==> src/rtl/unaligned_load_seq.sv <==
module unaligned_load_seq #(
  parameter int ADDR_W = 32
) (
  input  logic              clk,
  input  logic              rst_n,
  input  logic              req_valid,
  output logic              req_ready,
  input  logic [ADDR_W-1:0] req_addr,
  input  logic [1:0]        req_size,
  input  logic              fault_en,
  output logic              mem_rd_en,
  output logic [ADDR_W-3:0] mem_word_addr,
  input  logic [31:0]       mem_rd_data,
  output logic              rsp_valid,
  output logic [31:0]       rsp_data,
  output logic              rsp_fault
);
  localparam int WA_W = ADDR_W - 2;

  typedef enum logic [2:0] {S_IDLE, S_RD1, S_RD2, S_CAP, S_RSP, S_FLT} state_t;

  state_t            state;
  logic [ADDR_W-1:0] addr_q;
  logic [1:0]        size_q;
  logic [31:0]       first_q, result_q;

  logic              accept, in_misal;
  logic [1:0]        off;
  logic [2:0]        nbytes;
  logic              split;
  logic [63:0]       pair, shifted;
  logic [31:0]       mask;

  assign accept   = req_valid && req_ready;
  assign in_misal = (req_size != 2'd0 && req_addr[0]) || (req_size[1] && req_addr[1]);

  assign off    = addr_q[1:0];
  assign nbytes = (size_q == 2'd0) ? 3'd1 : (size_q == 2'd1) ? 3'd2 : 3'd4;
  assign split  = ({1'b0, off} + nbytes) > 3'd4;

  assign pair    = {mem_rd_data, split ? first_q : mem_rd_data};
  assign shifted = pair >> {off, 3'b000};
  assign mask    = (size_q == 2'd0) ? 32'h0000_00FF :
                   (size_q == 2'd1) ? 32'h0000_FFFF : 32'hFFFF_FFFF;

  assign req_ready     = (state == S_IDLE);
  assign mem_rd_en     = (state == S_RD1) || (state == S_RD2);
  assign mem_word_addr = addr_q[ADDR_W-1:2] + WA_W'(state == S_RD2);
  assign rsp_valid     = (state == S_RSP) || (state == S_FLT);
  assign rsp_fault     = (state == S_FLT);
  assign rsp_data      = (state == S_RSP) ? result_q : 32'h0;

  always_ff @(posedge clk) begin
    if (!rst_n) begin
      state    <= S_IDLE;
      addr_q   <= '0;
      size_q   <= '0;
      first_q  <= '0;
      result_q <= '0;
    end else begin
      case (state)
        S_IDLE: if (accept) begin
          addr_q <= req_addr;
          size_q <= req_size;
          state  <= (fault_en && in_misal) ? S_FLT : S_RD1;
        end
        S_RD1: state <= split ? S_RD2 : S_CAP;
        S_RD2: begin
          first_q <= mem_rd_data;
          state   <= S_CAP;
        end
        S_CAP: begin
          result_q <= shifted[31:0] & mask;
          state    <= S_RSP;
        end
        S_RSP:   state <= S_IDLE;
        S_FLT:   state <= S_IDLE;
        default: state <= S_IDLE;
      endcase
    end
  end

  p_rsp_pulse_r3: assert property (@(posedge clk) disable iff (!rst_n)
    rsp_valid |=> !rsp_valid);

  p_fault_zero_data_r7: assert property (@(posedge clk) disable iff (!rst_n)
    (rsp_valid && rsp_fault) |-> (rsp_data == 32'h0));

  p_one_outstanding_r9: assert property (@(posedge clk) disable iff (!rst_n)
    (req_valid && req_ready) |=> !req_ready);

  p_next_word_r2: assert property (@(posedge clk) disable iff (!rst_n)
    (mem_rd_en && $past(mem_rd_en)) |-> (mem_word_addr == $past(mem_word_addr) + 1'b1));

  p_fault_no_read_r7: assert property (@(posedge clk) disable iff (!rst_n)
    (req_valid && req_ready && fault_en &&
     ((req_size != 2'd0 && req_addr[0]) || (req_size[1] && req_addr[1])))
    |=> (rsp_valid && rsp_fault && !mem_rd_en));

  p_data_after_read_r10: assert property (@(posedge clk) disable iff (!rst_n)
    (rsp_valid && !rsp_fault) |-> $past(mem_rd_en, 2));
endmodule

==> config.mk <==
export PLATFORM = sky130hd
export DESIGN_NAME = unaligned_load_seq
export DESIGN_NICKNAME = d
export VERILOG_FILES = /design/src/rtl/unaligned_load_seq.sv
export SDC_FILE = /design/constraint.sdc
export NUM_CORES = 1
export LEC_CHECK = 0
export BUFFER_PORTS_ARGS = -buffer_cell sky130_fd_sc_hd__buf_2
export CAP_MARGIN = 20
export CORE_MARGIN = 3
export CORE_UTILIZATION = 30
export CTS_BUF_LIST = sky130_fd_sc_hd__clkbuf_4
export CTS_CLUSTER_DIAMETER = 30
export DETAILED_ROUTE_END_ITERATION = 10
export GPL_ROUTABILITY_DRIVEN = 1
export PLACE_DENSITY = 0.58
export SYNTH_ARGS = -nofsm -noshare
export SYNTH_HDL_FRONTEND = slang
export SYNTH_SLANG_ARGS = --single-unit
==> constraint.sdc <==
create_clock -name clk -period 6.1 [get_ports clk]
set_input_delay 0.915 -clock clk [delete_from_list [all_inputs] [get_ports clk]]
set_output_delay 0.915 -clock clk [all_outputs]
set_load 0.05 [all_outputs]
==> metrics.yaml, run 1 <==
status:
  status: "finished, final reports clean"
timing:
  tightest_slew_ns: 0.897
  fin_crit_ns: 4.83
  skew_ns: 0.0241
  final_hold_viol_count: 0
  rsz0062_at_grt: "false"
  max_freq_ghz: 0.207
  setup_viol: 0
  tns_ns: 0
  finalMaxSlewViolations: 0
  relSlewSlack_pct: 39.7
  min_period_over_period_pct: 79.2
grt:
  grt_overflow: 0
  grt_pass1_vias: 4958
  grt_max_degree: 82
  grt_pass1_wl_mm: 27.3
  antenna_found_initial: 1
  track_usage_pct: 16.6
setup_path:
  required_ns: 5.18
  cpMostUsedCell: "and3_1"
  cp_top_family: "simple AND/OR/NAND/NOR gates"
  path_buf_inv: 4
  crit_path_start_kind: "register"
  crit_chain: "nor2_1, nand2_1, buf_4, inv_1, buf_16, ha_1, ha_1, and3_1, and3_1, and3_1, and3_1, xor2_1, buf_2"
  critPathCaptureType: "primary output"
  timing_worst_setup_path_type: "register to primary output"
  max_stage_delay_ns: 0.59
  cp_slowest_cell: "dfxtp_1"
  crit_path_max_fanout: 33
  crit_arrival_ns: 3.92
placed_design:
  routabilityCongestion: 0.821
  port_buffers: 135
  dp.cells: 1016
  place_hpwl_mm: 12.7
finish:
  fillerInstances: 1979
  stdcell_count: 1034
  nets: 874
  syn_to_final_growth_pct: 17.5
  drive_gt1_share_pct: 23.7
  post-route-util_pct: 36.7
clock_tree:
  clk-insertion-delay-late_ns: 0.48
  clockBufferDepth: 2
  cts_resized: 0
  cts.hold.buffers_added: 0
  clock-sinks: 101
  path_clk_slew_ns: 0.15
  h-tree-depth: 3
  post_cts_buffers: 0
  ctsRootBufferMaster: "clkbuf_4"
  numCtsBuffers: 9
  cts_tree: "done"
synth:
  yosysUniqueCellTypes: 47
  syn-num-nets: 769
  synth-seq-cells: 101
  synth.top_cell.area_share_pct: 35.2
  syn_area_mm2: 0.00574
  ys.flop_type: "dfxtp_1"
  seq_area_frac_synth_pct: 35.2
  ys_warn_count: 0
  ys_top_cells_by_area: "dfxtp_1 35%, nand2_1 11%, a21boi_0 9.3%, mux4_2 5.5%, and2_1 3.9%"
  synthCells: 695
  async_reset_ff_share_pct: 0
  synth_edf_count: 0
  synth_area_leader_cell: "dfxtp_1"
  synth.avg_cell_area_um2: 8.27
pwr:
  powerDensity_mw_per_mm2: 246
  vdd_ir_drop_max_uv: 118
  leakagePower_nw: 2.77
floorplanning:
  ios: 136
  dieArea_mm2: 0.0208
  die_y_um: 144
  start_util_pct: 31.2
  die_x_um: 144
  core_area_mm2: 0.0184
  rows: 49
job:
  maxCapViolations: 0
drt:
  viasPerCell: 5.06
  post_drt_wl_per_cell_um: 16.9
  wirelength_mm: 17.5
  drc: 0
  drt_first_pass_iters: 5
  drt_iter0_markers: 346
  antenna_left: 0
  detailroute.via_count: 5231
worst_hold_path:
  hold_path.class: "register to register"
metal layers:
layer	wire (um)	up-vias	GRT usage, %
met1	8310	2455	23.9
met2	7810	122	25.0
met4	388	0	6.19
met3	1010	22	2.84
li1	-	2632	-
met5	0	-	0
final timing paths:
path                startpoint                end  slack [ns]  cells past startpoint
setup / recovery      state[0]  mem_word_addr[18]        1.27                     13
hold / removal    result_q[22]       result_q[22]        0.45                      2
setup reg to reg     addr_q[1]       result_q[21]        2.29                      9
hold reg to reg   result_q[22]       result_q[22]        0.45                      2
registers in the layout, summed over array words and instances, names as in the netlist:
register / cells
first_q: 32
result_q: 32
addr_q: 32
size_q: 2
state: 3
report_power, final:
group          total (mW)  internal (mW)  switching, mW
combinational       0.543          0.189          0.353
clock               0.347          0.119          0.228
sequential          0.773          0.717         0.0560
total                1.66           1.02          0.638
cells in the final DEF, fill, tap and decap left out, types with 3 or more instances in the layout:
master,Yosys,layout
and3_1,10,10
nor2_1,12,12
ha_1,3,3
a211o_1,3,3
nand4_1,6,6
mux2i_1,19,19
mux2_2,6,6
a211oi_1,5,5
buf_2,3,135
nand3_1,13,13
a21oi_1,26,26
o22ai_1,8,8
xor2_1,9,9
nor2b_1,4,3
o21ai_0,33,33
nand2_1,173,173
buf_4,2,7
clkbuf_4,0,9
dfxtp_1,101,101
nor3_1,5,5
o221a_2,8,8
mux4_2,14,14
and2_1,36,36
a21boi_0,71,71
xnor2_1,22,22
a22oi_1,13,13
inv_1,9,9
o21a_1,8,8
and4_1,3,3
a21o_1,5,5
nand2b_1,4,4
tightest hold or removal path, delay by kind of cell (launching register included):
family / cells / cell delay (ns)
simple gates: 2 / 0.09
flops: 1 / 0.34
cell families after synthesis:
logic type | synth area share, %
mux | 10.9
flops | 35.2
compound gates | 22.3
fa+ha+maj | 1.00
simple gates | 21.7
xor+xnor | 4.73
buf+inv | 4.18
metrics by stage:
step                setup slack, ns  power [mW]  hold WS (ns)  instance area (um2)
floorplan                      1.86        1.17         0.414                 5740
global placement               1.40        1.32         0.428                 6570
detailed placement             1.33        1.32         0.430                 6570
CTS                           0.760        1.67         0.450                 6690
global route                  0.885        1.76         0.472                 6750
finish                         1.27        1.66         0.447                 6750
Yosys cell counts (3+ instances only):
| library cell | count |
|---|---|
| o21a_1 | 8 |
| xnor2_1 | 22 |
| and2_1 | 36 |
| ha_1 | 3 |
| xor2_1 | 9 |
| buf_2 | 3 |
| nand2_1 | 173 |
| a21boi_0 | 71 |
| nor3_1 | 5 |
| mux4_2 | 14 |
| dfxtp_1 | 101 |
| and3_1 | 10 |
| nand3_1 | 13 |
| o22ai_1 | 8 |
| a211oi_1 | 5 |
| a21oi_1 | 26 |
| a22oi_1 | 13 |
| a211o_1 | 3 |
| nand4_1 | 6 |
| buf_1 | 6 |
| mux2i_1 | 19 |
| inv_1 | 9 |
| mux2_2 | 6 |
| o21ai_0 | 33 |
| clkbuf_1 | 38 |
| and4_1 | 3 |
| nor2b_1 | 4 |
| a21o_1 | 5 |
| nor2_1 | 12 |
| o221a_2 | 8 |
| nand2b_1 | 4 |
layout make-up:
cell class	instances	area, um2	share of cell area [%]
diodes	2	5.00	0.0741
repair buffers	144	783	11.6
clock buffers	9	67.6	1.00
well taps	229	287	4.24
flip-flops and latches	101	2020	30.0
inverters	9	33.8	0.500
clock inverters	5	53.8	0.797
multi-input cells	535	3500	51.8
(Power assumes the default switching activity.)
==> run 2: changes to the inputs <==
Clock period 6.1 ns to 4.53 ns, I/O delays scaled along.
==> run 2 against run 1 <==
Sequential power grew 35%. First-iteration DRC count rose by 3.5%. Die area unchanged. Via count grew 1.1%. Clock skew about the same. Sequential cell count unchanged. Critical path depth down 4. Sequential share of layout area about the same. Combinational power up 36%. Power is 36% higher. Largest power group unchanged.
==> metrics.yaml, run 2 (synthesis results as in run 1) <==
timing:
  min_period_over_period_pct: 85.0
  rsz0062_at_grt: "false"
  setup_viol: 0  # unchanged
  max_freq_ghz: 0.260
  final_hold_viol_count: 0  # unchanged
  fin_crit_ns: 3.85
  whs_ns: 0.417  # -0.0298 ns
  skew_ns: 0.0238  # -0.000316 ns
  finalMaxSlewViolations: 0  # unchanged
  relSlewSlack_pct: 40.6  # +0.91 points
  tightest_slew_ns: 0.888  # -0.00933 ns
  tns_ns: 0  # unchanged
worst_hold_path:
  hold_path_depth: 3  # +1
  hold_path.class: "primary input to register"
  holdPathEnd: "addr_q[28]"
  min_from: "req_addr[28]"
setup_path:
  cpMostUsedCell: "nand3_1"
  critPathCaptureType: "primary output"
  timing.rr.start: "size_q[1]"
  timing.rr.end: "result_q[0]"
  r2r_cells: 9  # unchanged
  crit_arrival_ns: 3.17  # -0.75 ns
  crit_path_start_kind: "register"
  regToRegSetupSlack_ns: 1.08  # -1.21 ns
  max_stage_delay_ns: 0.59  # about the same
  crit_chain: "nand2_1, inv_1, ha_1, nand3_1, nor3_1, and2_1, nand3_1, xnor2_1, buf_2"
  required_ns: 3.85  # -1.33 ns
  cp_slowest_cell: "dfxtp_1"
  crit_path_max_fanout: 11  # -67%
  timing_worst_setup_path_type: "register to primary output"
floorplanning:
  dieArea_mm2: 0.0208  # unchanged
  core_area_mm2: 0.0184  # unchanged
  start_util_pct: 31.2  # unchanged
  ios: 136  # unchanged
  rows: 49  # unchanged
  die_x_um: 144  # unchanged
  die_y_um: 144  # unchanged
finish:
  layout_common_cells: "173 x nand2_1, 135 x buf_2, 101 x dfxtp_1"
  final_common_cell: "nand2_1"
  syn_to_final_growth_pct: 17.6  # about the same
  drive_gt1_share_pct: 24.0  # +0.35 points
  multi_input_area_mm2: 0.00350  # unchanged
  seq_area_mm2: 0.00202  # unchanged
  fillerInstances: 1967  # -0.61%
  top_regs: "addr_q (32), first_q (32), result_q (32)"
  nets: 877  # +0.34%
status:
  status: "finished, final reports clean"
clock_tree:
  numCtsBuffers: 9  # unchanged
  path_clk_slew_ns: 0.16  # about the same
  h-tree-depth: 3  # unchanged
  cts_tree: "done"
  clk-insertion-delay-late_ns: 0.49  # about the same
  clock-sinks: 101  # unchanged
  ctsRootBufferMaster: "clkbuf_4"
  clockBufferDepth: 2  # unchanged
  cts.hold.buffers_added: 0  # unchanged
  cts_resized: 0  # unchanged
  post_cts_buffers: 0  # unchanged
pwr:
  vdd_ir_drop_max_uv: 108  # -8.4%
  leakagePower_nw: 2.78  # +0.39%
  powerDensity_mw_per_mm2: 335  # +36%
drt:
  antenna_left: 0  # unchanged
  detailroute.via_count: 5290  # +1.1%
  wirelength_mm: 17.8  # +1.6%
  drt_first_pass_iters: 4  # -1
  drc: 0  # unchanged
  post_drt_wl_per_cell_um: 17.1  # +1.1%
  drt_iter0_markers: 358  # +3.5%
  viasPerCell: 5.09  # +0.64%
placed_design:
  routabilityCongestion: 0.825  # +0.43%
  place_hpwl_mm: 13.0  # +2.0%
  port_buffers: 135  # unchanged
grt:
  grt_max_degree: 52  # -37%
  antenna_found_initial: 2  # +1
  grt_pass1_vias: 5054  # +1.9%
  grt_pass1_wl_mm: 27.6  # +1.1%
  track_usage_pct: 16.8  # +0.17 points
  grt_overflow: 0  # unchanged
job:
  maxCapViolations: 0  # unchanged
[run 2: changes by cell type in the layout (fill, tap and decap cells not counted)]
cell,previous run,this run
buf_16,2,0
buf_4,7,11
clkinv_1,1,2
clkinv_4,0,1
buf_8,0,1
[run 2: layout make-up]
class	count	share of cell area, %
flip-flops and latches	101	29.9
multi-input cells	535	51.8
inverters	9	0.500
clock inverters	7	0.982
diodes	2	0.0741
repair buffers	147	11.5
clock buffers	9	1.00
well taps	229	4.24
[run 2: where the power goes]
group | leakage [nW] | switching (mW) | internal (mW)
combinational | 1.89 | 0.487 | 0.252
sequential | 0.821 | 0.0720 | 0.966
clock | 0.0670 | 0.320 | 0.165
[run 2: worst max-delay path by stage]
stage,from,endpoint,slack (ns),cells past startpoint
2_1_floorplan,state[1],mem_word_addr[26],0.52,12
3_3_place_gp,size_q[1],result_q[0],1.15,9
3_5_place_dp,size_q[1],result_q[0],1.09,9
4_1_cts,state[1],mem_word_addr[27],0.62,9
5_1_grt,state[1],mem_word_addr[27],0.35,9
6_report,state[1],mem_word_addr[27],0.68,9
[run 2: critical path: cells and delay by family, from the launching register on]
family / cells / cell delay, ns
and+or+nand+nor: 5 / 1.40
adders and majority gates: 1 / 0.16
DFF: 1 / 0.59
xor gates and xnor gates: 1 / 0.17
buffers and inverters: 2 / 0.39
[run 2: through the flow]
| stage | worst slack (ns) | instance area, um2 | cells | total power [mW] | utilization (%) |
|---|---|---|---|---|---|
| floorplan | 0.521 | 5740 | 695 | 1.58 | - |
| global placement | 1.15 | 6600 | 1020 | 1.79 | 35.9 |
| detailed placement | 1.09 | 6600 | 1020 | 1.80 | 35.9 |
| CTS | 0.619 | 6730 | 1036 | 2.28 | 36.6 |
| global route | 0.348 | 6750 | 1038 | 2.39 | 36.7 |
| finish | 0.678 | 6750 | 1039 | 2.26 | 36.7 |
[run 2: per-layer routing]
metal	part of all wire (%)	vias to the layer above	global-route usage [%]	wire (um)
met1	47	2491	23.7	8370
met2	45	137	25.4	7960
met4	2.1	2	6.38	371
met3	6.1	22	3.27	1090
li1	-	2638	-	-
met5	0.051	-	0	9
